## config.mk

```make
export PLATFORM = sky130hd
export DESIGN_NAME = hall_tach_pulser
export DESIGN_NICKNAME = d
export VERILOG_FILES = /design/src/rtl/hall_tach_pkg.sv /design/src/rtl/hall_sync.sv /design/src/rtl/hall_pos_latch.sv /design/src/rtl/tach_pulse_timer.sv /design/src/rtl/hall_tach_pulser.sv
export SDC_FILE = /design/constraint.sdc
export NUM_CORES = 1
export LEC_CHECK = 0
export CAP_MARGIN = 15
export CELL_PAD_IN_SITES_DETAIL_PLACEMENT = 0
export CELL_PAD_IN_SITES_GLOBAL_PLACEMENT = 1
export CORE_UTILIZATION = 43
export DETAILED_ROUTE_END_ITERATION = 12
export HOLD_SLACK_MARGIN = 0.1
export PLACE_DENSITY = 0.93
export SLEW_MARGIN = 0
export SYNTH_ARGS = -nofsm -noshare
export SYNTH_HDL_FRONTEND = slang
export SYNTH_HIERARCHICAL = 1
export SYNTH_SLANG_ARGS = --single-unit
```

## constraint.sdc

```tcl
create_clock -name clk -period 3.5 [get_ports clk]
set_clock_uncertainty 0.15 [all_clocks]
set_input_delay 0.7 -clock clk [delete_from_list [all_inputs] [get_ports clk]]
set_output_delay 0.7 -clock clk [all_outputs]
set_load 0.02 [all_outputs]
```

## src/rtl/hall_tach_pkg.sv

```systemverilog
`timescale 1ns/1ps
package hall_tach_pkg;
  localparam int HALL_BITS = 3;
  typedef logic [HALL_BITS-1:0] hall_code_t;
endpackage

```

## src/rtl/hall_sync.sv

```systemverilog
`timescale 1ns/1ps
module hall_sync #(
  parameter int W      = 3,
  parameter int STAGES = 2
) (
  input  logic         clk,
  input  logic         rst_n,
  input  logic [W-1:0] d_i,
  output logic [W-1:0] q_o
);
  logic [W-1:0] chain [STAGES];

  for (genvar s = 0; s < STAGES; s++) begin : g_stage
    if (s == 0) begin : g_first
      always_ff @(posedge clk or negedge rst_n) begin
        if (!rst_n) chain[s] <= '0;
        else        chain[s] <= d_i;
      end
    end else begin : g_next
      always_ff @(posedge clk or negedge rst_n) begin
        if (!rst_n) chain[s] <= '0;
        else        chain[s] <= chain[s-1];
      end
    end
  end

  assign q_o = chain[STAGES-1];
endmodule

```

## src/rtl/hall_pos_latch.sv

```systemverilog
`timescale 1ns/1ps
module hall_pos_latch #(
  parameter int W      = 3,
  parameter int SETTLE = 3
) (
  input  logic         clk,
  input  logic         rst_n,
  input  logic [W-1:0] sync_i,
  output logic [W-1:0] pos_o,
  output logic         fire_o
);
  localparam int SC_W = $clog2(SETTLE + 1);

  logic [SC_W-1:0] settle_q;
  logic            armed;
  logic [W-1:0]    pos_q;

  assign armed  = (settle_q == SC_W'(SETTLE));
  assign fire_o = armed && (sync_i != pos_q);
  assign pos_o  = pos_q;

  always_ff @(posedge clk or negedge rst_n) begin
    if (!rst_n)      settle_q <= '0;
    else if (!armed) settle_q <= settle_q + SC_W'(1);
  end

  always_ff @(posedge clk or negedge rst_n) begin
    if (!rst_n)                pos_q <= '0;
    else if (!armed || fire_o) pos_q <= sync_i;
  end

  p_capture_r3: assert property (@(posedge clk) disable iff (!rst_n)
    fire_o |=> pos_q == $past(sync_i));

  p_hold_r9: assert property (@(posedge clk) disable iff (!rst_n)
    (armed && sync_i == pos_q) |=> $stable(pos_q));
endmodule

```

## src/rtl/tach_pulse_timer.sv

```systemverilog
`timescale 1ns/1ps
module tach_pulse_timer #(
  parameter int CNT_W = 21
) (
  input  logic             clk,
  input  logic             rst_n,
  input  logic             trigger_i,
  input  logic             brake_i,
  input  logic [CNT_W-1:0] width_i,
  output logic             tach_o
);
  logic [CNT_W-1:0] rem_q;

  always_ff @(posedge clk or negedge rst_n) begin
    if (!rst_n)               rem_q <= '0;
    else if (brake_i)         rem_q <= '0;
    else if (trigger_i)       rem_q <= width_i;
    else if (rem_q != '0)     rem_q <= rem_q - CNT_W'(1);
  end

  assign tach_o = (rem_q != '0);

  p_start_r4: assert property (@(posedge clk) disable iff (!rst_n)
    (trigger_i && !brake_i && width_i != '0) |=> tach_o);

  p_zero_width_r6: assert property (@(posedge clk) disable iff (!rst_n)
    (trigger_i && !brake_i && width_i == '0) |=> !tach_o);

  p_countdown_r5: assert property (@(posedge clk) disable iff (!rst_n)
    (tach_o && !trigger_i && !brake_i) |=> rem_q == $past(rem_q) - CNT_W'(1));

  p_brake_quiet_r8: assert property (@(posedge clk) disable iff (!rst_n)
    brake_i |=> !tach_o);
endmodule

```

## src/rtl/hall_tach_pulser.sv

```systemverilog
`timescale 1ns/1ps
module hall_tach_pulser #(
  parameter int WIDTH_BITS  = 21,
  parameter int SYNC_STAGES = 2
) (
  input  logic                  clk,
  input  logic                  rst_n,
  input  logic [2:0]            hall_i,
  input  logic                  brake_i,
  input  logic [WIDTH_BITS-1:0] width_i,
  output logic [2:0]            pos_o,
  output logic                  tach_o
);
  import hall_tach_pkg::*;

  localparam int SETTLE = SYNC_STAGES + 1;

  hall_code_t hall_sync_w;
  logic       fire_w;

  hall_sync #(.W(HALL_BITS), .STAGES(SYNC_STAGES)) u_sync (
    .clk   (clk),
    .rst_n (rst_n),
    .d_i   (hall_i),
    .q_o   (hall_sync_w)
  );

  hall_pos_latch #(.W(HALL_BITS), .SETTLE(SETTLE)) u_latch (
    .clk    (clk),
    .rst_n  (rst_n),
    .sync_i (hall_sync_w),
    .pos_o  (pos_o),
    .fire_o (fire_w)
  );

  tach_pulse_timer #(.CNT_W(WIDTH_BITS)) u_timer (
    .clk       (clk),
    .rst_n     (rst_n),
    .trigger_i (fire_w),
    .brake_i   (brake_i),
    .width_i   (width_i),
    .tach_o    (tach_o)
  );

  p_pulse_with_load_r4: assert property (@(posedge clk) disable iff (!rst_n)
    ($rose(tach_o) && !$past(brake_i)) |-> (pos_o != $past(pos_o)));
endmodule

```

Word level (Yosys, flattened, before mapping). Cells that the tools add are included. W data, S select, Z words.

Add/subtract/negate cells: 2. Mux-type cells: 3. Reductions and logical operators: 5. Equality and inequality tests: 2.

Operators with widths (number): $mux W21 (3); $reduce_bool A21 Y1 (1); $sub A21 B1 Y21 const B (1); $ne A3 B3 Y1 (1); $reduce_bool A3 Y1 (1); $add A2 B1 Y2 const B (1); $eq A2 B2 Y1 const B (1); $logic_and A1 B1 Y1 (1); $logic_not A1 Y1 (1); $logic_or A1 B1 Y1 (1).

Logic and storage cells: 17. Bits in registers: 32. Bits of input ports: 27.

Longest topological paths before layout. Gate-level depths: netlist (run 1).

Word-level depth: 4. Mapped depth: 9. Depth with buffers taken out: 6.

Modules after synthesis. Netlist (run 1), hierarchy kept.

Modules (own cells, without submodules): tach_pulse_timer (seq. area each 525.5 µm², area an instance 1313.8 µm², cells each 144, times used 1); hall_pos_latch (seq. area each 125.1 µm², area an instance 203.9 µm², cells each 15, times used 1); hall_sync (seq. area each 150.1 µm², area an instance 172.7 µm², cells each 9, times used 1).

Worst setup path after synthesis (run 1). No wires, ideal clock.

Kind: register -> output. From: register u_timer.rem_q[0]. To: output port tach_o. Stages on the path, launching flop included: 6. Setup slack: 1.184 ns. Arrival time: 1.466 ns. Cells stage by stage: dfrtp_1 > inv_1 > ha_1 > nor4b_1 > nand3_4 > or2_4.

Cells in the longest elaborated chain, start to end: 1.

RTL lines: start: declaration (RTL line tach_pulse_timer.sv:12) `logic [CNT_W-1:0] rem_q;`; start signal: assignment (RTL line tach_pulse_timer.sv:17) `else if (trigger_i) rem_q <= width_i;`; start signal: assignment (RTL line tach_pulse_timer.sv:18) `else if (rem_q != '0) rem_q <= rem_q - CNT_W'(1);`; $reduce_bool A21 Y1 (RTL line tach_pulse_timer.sv:21) `assign tach_o = (rem_q != '0);`; end: declaration (RTL line hall_tach_pulser.sv:12) `output logic tach_o`.

Every way passes these cells.

Worst setup path in the final report (run 1). Same ends and word-level chain as after synthesis.

==> impl_results.md, run 1 <==
* Status: finished clean
* Clock sinks at 32
* Seq/Total Area, Yosys at 47.4%
* Multi-input logic area at roughly 820 um^2
* Setup repair bufs after CTS at 0
* Input/output buffers at 30
* CP Class: flip-flop to output pin
* Die Ht at 64.7 um
* RSZ-0062 raised after global routing: no
* Inserted Clock Buffers at 5
* # H-tree levels at 2
* YS warnings at 6
* Worst slew margin at 61.7%
* Worst path slowest cell: clkdlybuf4s50_1
* Hold Fails Final Rpt at 0
* CP Cell Sequence: inv_1 > ha_1 > nor4b_1 > nand3_4 > or2_4 > clkdlybuf4s50_1
* Worst-path fanout max at 8
* Final Max Tran Viols at 0
* Core Box Area at 3720 um^2
* Final instance area at between 2000 and 2500 um^2
* Routed WL at about 3600 um
* RePlAce Congestion at 0.819
* Post-Route Utilization at 56.6%
* Overall die width at roughly 65 um
* Initial core utilization at 45.5%
* Post-route ant nets at 0
* First-pass detailed-route iteration total at 4
* Initial antenna violation count at 0
* Layout cells sized above 1 at 11.2%
* Final HPWL DP at 2630 um
* Filler cells at 331
* Worst path max stage delay at 0.54 ns
* Final setup violation count at 0
* Io pins at 31
* Max Clk Rate at 307 MHz
* Mapped Area at 1690 um^2
* Final Cycle Share at 93.2%
* Total GRT Usage at 20.2%
* Cell Pwr Density at between 400 and 500 nW/um^2
* Die area at approximately 4200 um^2
* CP required at between 2 and 3 ns
* Cells on Worst Hold Path at 0
* Syn Nets at 198
* Area grow syn2layout at 24.4%
* Post-CTS Resized at 0
* Tmin final at around 3.3 ns
* Final setup TNS at 0 ns
* Residual DRC at 0
* Avg Cell Area, Syn at approximately 10 um^2
* Synth cell types at 39
* Max cap viols at 0
* Final nets at 226
* Post-DP Area at 2010 um^2
* Vias in the first global route at 1380
* Class of the worst hold path: flip-flop to flip-flop
* Grt total ovfl at 0
* First-pass GRT wire length at 6240 um
* Largest net degree at the start of global routing at 33
* Peak supply drop at 0.000169 V
* FF/Latch Area at 801 um^2
* Slew @ Worst Pin at 0.572 ns
* Clock Pin Slew Worst Setup and Hold Paths at approximately 0.070 ns
* Cts-stage hold buffer count at 0
* Number of cell rows at 22
* DR WL/cell at roughly 15 um
* CTS max path bufs at 2
* CTS tree: built
* Worst setup SP type: flip-flop
* Leak at 0.000842 uW
* Worst-Skew Late Latency at 0.29 ns
* #FFs+latches synth at 32
* Crit. End Element: output pin
* Post-Syn Instances at between 150 and 200
* Root buf cell: clkbuf_8
* CP arrival at approximately 2.4 ns
* DR iter-0 viols at slightly below 100
* Vias at between 1000 and 1500
* Total power at 884 uW
* Reg2Reg Depth at 6
* ANT cells at 0
* Vias per cell at 5.48
## Yosys cell counts, drive strengths merged
cell type | number | share of area, %
ha | 3 | 2.2
nor4 | 7 | 4.7
a221o | 2 | 1.2
nand4 | 4 | 1.5
and3 | 1 | 0.44
or4 | 3 | 1.6
nor2 | 5 | 1.1
nand3 | 5 | 2.2
clkbuf | 6 | 1.3
nor2b | 1 | 0.37
nor3b | 1 | 0.74
inv | 3 | 0.67
o21ai | 16 | 5.0
o31a | 3 | 1.6
o211ai | 2 | 0.89
nor4b | 3 | 1.9
or2 | 1 | 0.52
xnor2 | 7 | 3.6
o31ai | 2 | 0.89
nand2b | 1 | 0.37
dfrtp | 32 | 47
a21oi | 4 | 1.2
xor2 | 11 | 5.7
a21boi | 1 | 0.44
a22oi | 3 | 1.3
nor3 | 8 | 2.4
buf | 6 | 2.1
nand2 | 25 | 5.6
mux2 | 1 | 0.67
a21o | 1 | 0.44
## state kept, by name (all words and copies together), names as in the netlist
register / flops
u_timer/rem_q: 21
u_latch/pos_o: 3
u_sync/chain: 3
u_sync/q_o: 3
u_latch/settle_q: 2
## metrics by stage
step	setup WS (ns)	instances	hold WS, ns
finish	0.238	245	0.200
global route	0.0612	245	0.215
floorplan	1.18	168	0.181
detailed placement	0.568	237	0.186
global placement	0.626	237	0.184
CTS	0.221	245	0.203
## final cells by class
class	instances	share of cell area, %
Tap cell	48	2.86
Multi-Input combinational cell	121	39.0
Inverter	3	0.536
Timing Repair Buffer	33	15.4
Clock inverter	3	0.893
Sequential cell	32	38.1
Clock buffer	5	3.27
## kinds of logic after synthesis
family | share of synthesized area (%)
and+or+nand+nor | 23.4
AOI/OAI and AO/OA | 12.9
DFF | 47.4
xor gates and xnor gates | 9.33
buffers and inverters | 4.14
adders and majority gates | 2.22
muxes | 0.666
## cell usage in the layout (no fill, tap or decap), types with 4 or more instances in the layout
cell,n
xnor2_1,7
clkbuf_8,5
a21oi_1,4
nand3_1,4
dfrtp_1,32
clkdlybuf4s50_1,30
nor4_1,4
xor2_1,11
nand2_1,25
nor2_1,5
nand4_1,4
o21ai_0,12
nor3_1,8
## worst max-delay path, delay by kind of cell, from the launching register on
kind	cells	cell delay (ns)
adder cells (fa/ha/maj)	1	0.14
buffers and inverters	2	0.64
AND/OR/NAND/NOR	3	0.92
flip-flops	1	0.43
## worst paths after layout
kind / startpoint / endpoint / slack [ns]
max in group asynchronous: rst_n / u_timer/rem_q[15]$_DFFE_PN0P_ / 2.26
setup reg to reg: u_timer/rem_q[0]$_DFFE_PN0P_ / u_timer/rem_q[10]$_DFFE_PN0P_ / 1.17
hold / removal: u_sync/chain[5]$_DFF_PN0_ / u_sync/q_o[2]$_DFF_PN0_ / 0.20
hold reg to reg: u_sync/chain[5]$_DFF_PN0_ / u_sync/q_o[2]$_DFF_PN0_ / 0.20
min in group asynchronous: rst_n / u_latch/settle_q[0]$_DFFE_PN0P_ / 0.66
setup / recovery: u_timer/rem_q[0]$_DFFE_PN0P_ / tach_o / 0.24
## power breakdown
part	switching [uW]	internal [uW]
combinational	91.7	87.2
clock	141	138
sequential	31.7	394
total	264	620
## metal layers
layer	vias up	share of wire (%)	GRT usage (%)
met5	-	0	0
met4	0	2.1	9.17
met3	5	4.4	5.99
met2	31	52	34.8
met1	657	42	22.7
li1	649	-	-
(Power assumes the default switching activity.)
==> run 2: changes to the inputs <==
--- a/config.mk
+++ b/config.mk
@@ -8,10 +8,11 @@
 export CAP_MARGIN = 15
 export CELL_PAD_IN_SITES_DETAIL_PLACEMENT = 0
 export CELL_PAD_IN_SITES_GLOBAL_PLACEMENT = 1
-export CORE_UTILIZATION = 43
+export CORE_UTILIZATION = 36
 export DETAILED_ROUTE_END_ITERATION = 12
 export HOLD_SLACK_MARGIN = 0.1
-export PLACE_DENSITY = 0.93
+export PLACE_DENSITY = 0.84
+export REMOVE_ABC_BUFFERS = 1
 export SLEW_MARGIN = 0
 export SYNTH_ARGS = -nofsm -noshare
 export SYNTH_HDL_FRONTEND = slang
==> constraint.sdc (replaced) <==
create_clock -name clk -period 2.9 [get_ports clk]
set_clock_uncertainty 0.15 [all_clocks]
set_input_delay 0.87 -clock clk [delete_from_list [all_inputs] [get_ports clk]]
set_output_delay 0.87 -clock clk [all_outputs]
set_load 0.02 [all_outputs]
==> run 2 against run 1 <==
  * Core utilization shrank 7.7 points
  * Critical path depth grew 1
  * Sequential power grew 19%
  * The run now ends with DRC left
  * Largest power group unchanged
  * Global-route usage shrank 3.7 points
  * Flip-flop and latch count is the same
  * Via count grew 1.3%
  * Routed wire length grew 3.7%
==> impl_results.md, run 2 (synthesis gave the netlist of run 1 again) <==
* Sw Share at just under 30%
* Number of cell rows at 24
* Post-route ant nets at 0
* Cells on Worst Hold Path at 0
* Hold EP: u_sync/q_o[2]$_DFF_PN0_
* Class of the worst hold path: flip-flop to flip-flop
* RePlAce Congestion at about 0.8
* Reg2Reg Capture Point: u_timer/rem_q[10]$_DFFE_PN0P_
* Total GRT Usage at 16.5%
* Residual DRC at 6
* Top reg by flops: u_timer/rem_q
* Vias at about 1400
* Io pins at 31
* Reg2Reg Launch Point: u_timer/rem_q[0]$_DFFE_PN0P_
* Clock sinks at 32
* Worst setup SP type: flip-flop
* CP Cell Sequence: inv_1 > ha_1 > nor4b_2 > buf_4 > nand3_4 > or2_4 > buf_2
* Area grow syn2layout at 28.6%
* CTS tree: built
* Hold Fails Final Rpt at 0
* First-pass GRT wire length at around 6300 um
* CP bufs+invs at 3
* Final HPWL DP at roughly 2700 um
* Final setup violation count at 0
* Initial core utilization at approximately two fifths
* Most frequent cells in the layout: 32 x dfrtp_1, 29 x clkdlybuf4s50_1, 25 x nand2_1
* CP arrival at approximately 1.7 ns
* Die Ht at 70.5 um
* First-pass detailed-route iteration total at 11
* Levels on crit path at 7
* Vias per cell at 5.27
* DR WL/cell at 14.3 um
* Worst slew margin at 61.2%
* Reg2Reg Depth at 8
* Largest net degree at the start of global routing at 33
* Net Switching at about 320 uW
* Final nets at approximately 240
* Most common cell after layout, fill and taps aside: dfrtp_1
* Reg2Reg Setup Slack at 0.70 ns
* Worst path max stage delay at 0.38 ns
* Grt total ovfl at 0
* Layout cells sized above 1 at 15.5%
* CP required at between 1.5 and 2 ns
* Clock Pin Slew Worst Setup and Hold Paths at around 0.060 ns
* Slew @ Worst Pin at around 0.57 ns
* Tmin final at 2.75 ns
* Failing checks: DRC
* Final Cycle Share at 94.9%
* Inserted Clock Buffers at 5
* Max cap viols at 0
* DR iter-0 viols at 104
* Sequential Power Share at 47.2%
* Max reg flops at 21
* Cell Pwr Density at ~500 nW/um^2
* Worst path slowest cell: dfrtp_1
* Worst-Skew Late Latency at 0.29 ns
* Vias in the first global route at 1336
* Status: complete, but fails checks
* CTS max path bufs at 2
* Root buf cell: clkbuf_8
* Critical path's top delay family: simple AND/OR/NAND/NOR gates
* Overall die width at approximately 71 um
* Routed WL at 3690 um
* Comb pwr share at approximately 23%
* Internal power at 763 uW
* ANT cells at 0
* Cts-stage hold buffer count at 0
* Clk pwr share at a little under a third
* RSZ-0062 raised after global routing: no
* Worst hold slack at 0.199 ns
* Initial antenna violation count at 0
* # H-tree levels at 2
* Die area at about 5000 um^2
* Max Clk Rate at 363 MHz
* Worst-path fanout max at 3
* Peak supply drop at 0.000213 V
* Final setup TNS at 0 ns
* Core Box Area at 4440 um^2
* Setup repair bufs after CTS at 0
* Hold Startpoint: u_sync/chain[5]$_DFF_PN0_
* Leak at just under 0.0009 uW
* Final Max Tran Viols at 0
* CP Class: flip-flop to output pin
* Input/output buffers at 30
* Crit. End Element: output pin
[run 2: timing repair]
item                                    4_1_cts  5_1_grt
resized for setup                             4        1
endpoints found under the setup margin        1        1
gates cloned                                  0        0
[run 2: per-stage QoR]
step	instance area [um^2]	setup WS, ns	total power [uW]	instances	utilization (%)
after floorplan	1630	0.414	645	156	-
after global placement	2090	0.0822	756	251	47.1
after detailed placement	2090	0.0282	760	251	47.1
after CTS	2180	0.0467	1090	258	49.0
after global routing	2170	0.0919	1130	258	48.9
final	2170	0.149	1080	258	48.9
[run 2: cell type report]
class                   instances  area [um^2]
fillers                       423         2270
multi-input cells             121          826
clock buffers                   6         72.6
flip-flops and latches         32          801
inverters                       3         11.3
repair buffers                 43          393
clock inverters                 1         5.00
well taps                      52         65.1
[run 2: metal layers]
metal / up-vias / share of wire, % / routed length, um / GRT usage [%]
li1: 667 / - / - / -
met4: 0 / 2.3 / 86 / 8.62
met3: 11 / 5.3 / 195 / 3.17
met5: - / 0 / 0 / 0
met2: 38 / 45 / 1670 / 24.4
met1: 643 / 47 / 1740 / 22.9
[run 2: how the worst max path moves through the flow]
| stage | to | from | slack (ns) |
|---|---|---|---|
| 4_1_cts | tach_o | u_timer/rem_q[0]$_DFFE_PN0P_ | 0.05 |
| 6_report | tach_o | u_timer/rem_q[0]$_DFFE_PN0P_ | 0.15 |
| 5_1_grt | tach_o | u_timer/rem_q[0]$_DFFE_PN0P_ | 0.09 |
| 3_5_place_dp | tach_o | u_timer/rem_q[0]$_DFFE_PN0P_ | 0.03 |
| 3_3_place_gp | tach_o | u_timer/rem_q[0]$_DFFE_PN0P_ | 0.08 |
| 2_1_floorplan | tach_o | u_timer/rem_q[0]$_DFFE_PN0P_ | 0.41 |
[run 2: power groups by stage]
stage	clock network, uW	logic (uW)	registers (uW)
2_1_floorplan	0	128	517
3_3_place_gp	0	241	515
3_5_place_dp	0	244	516
4_1_cts	333	247	509
5_1_grt	349	268	514
6_report	326	243	509
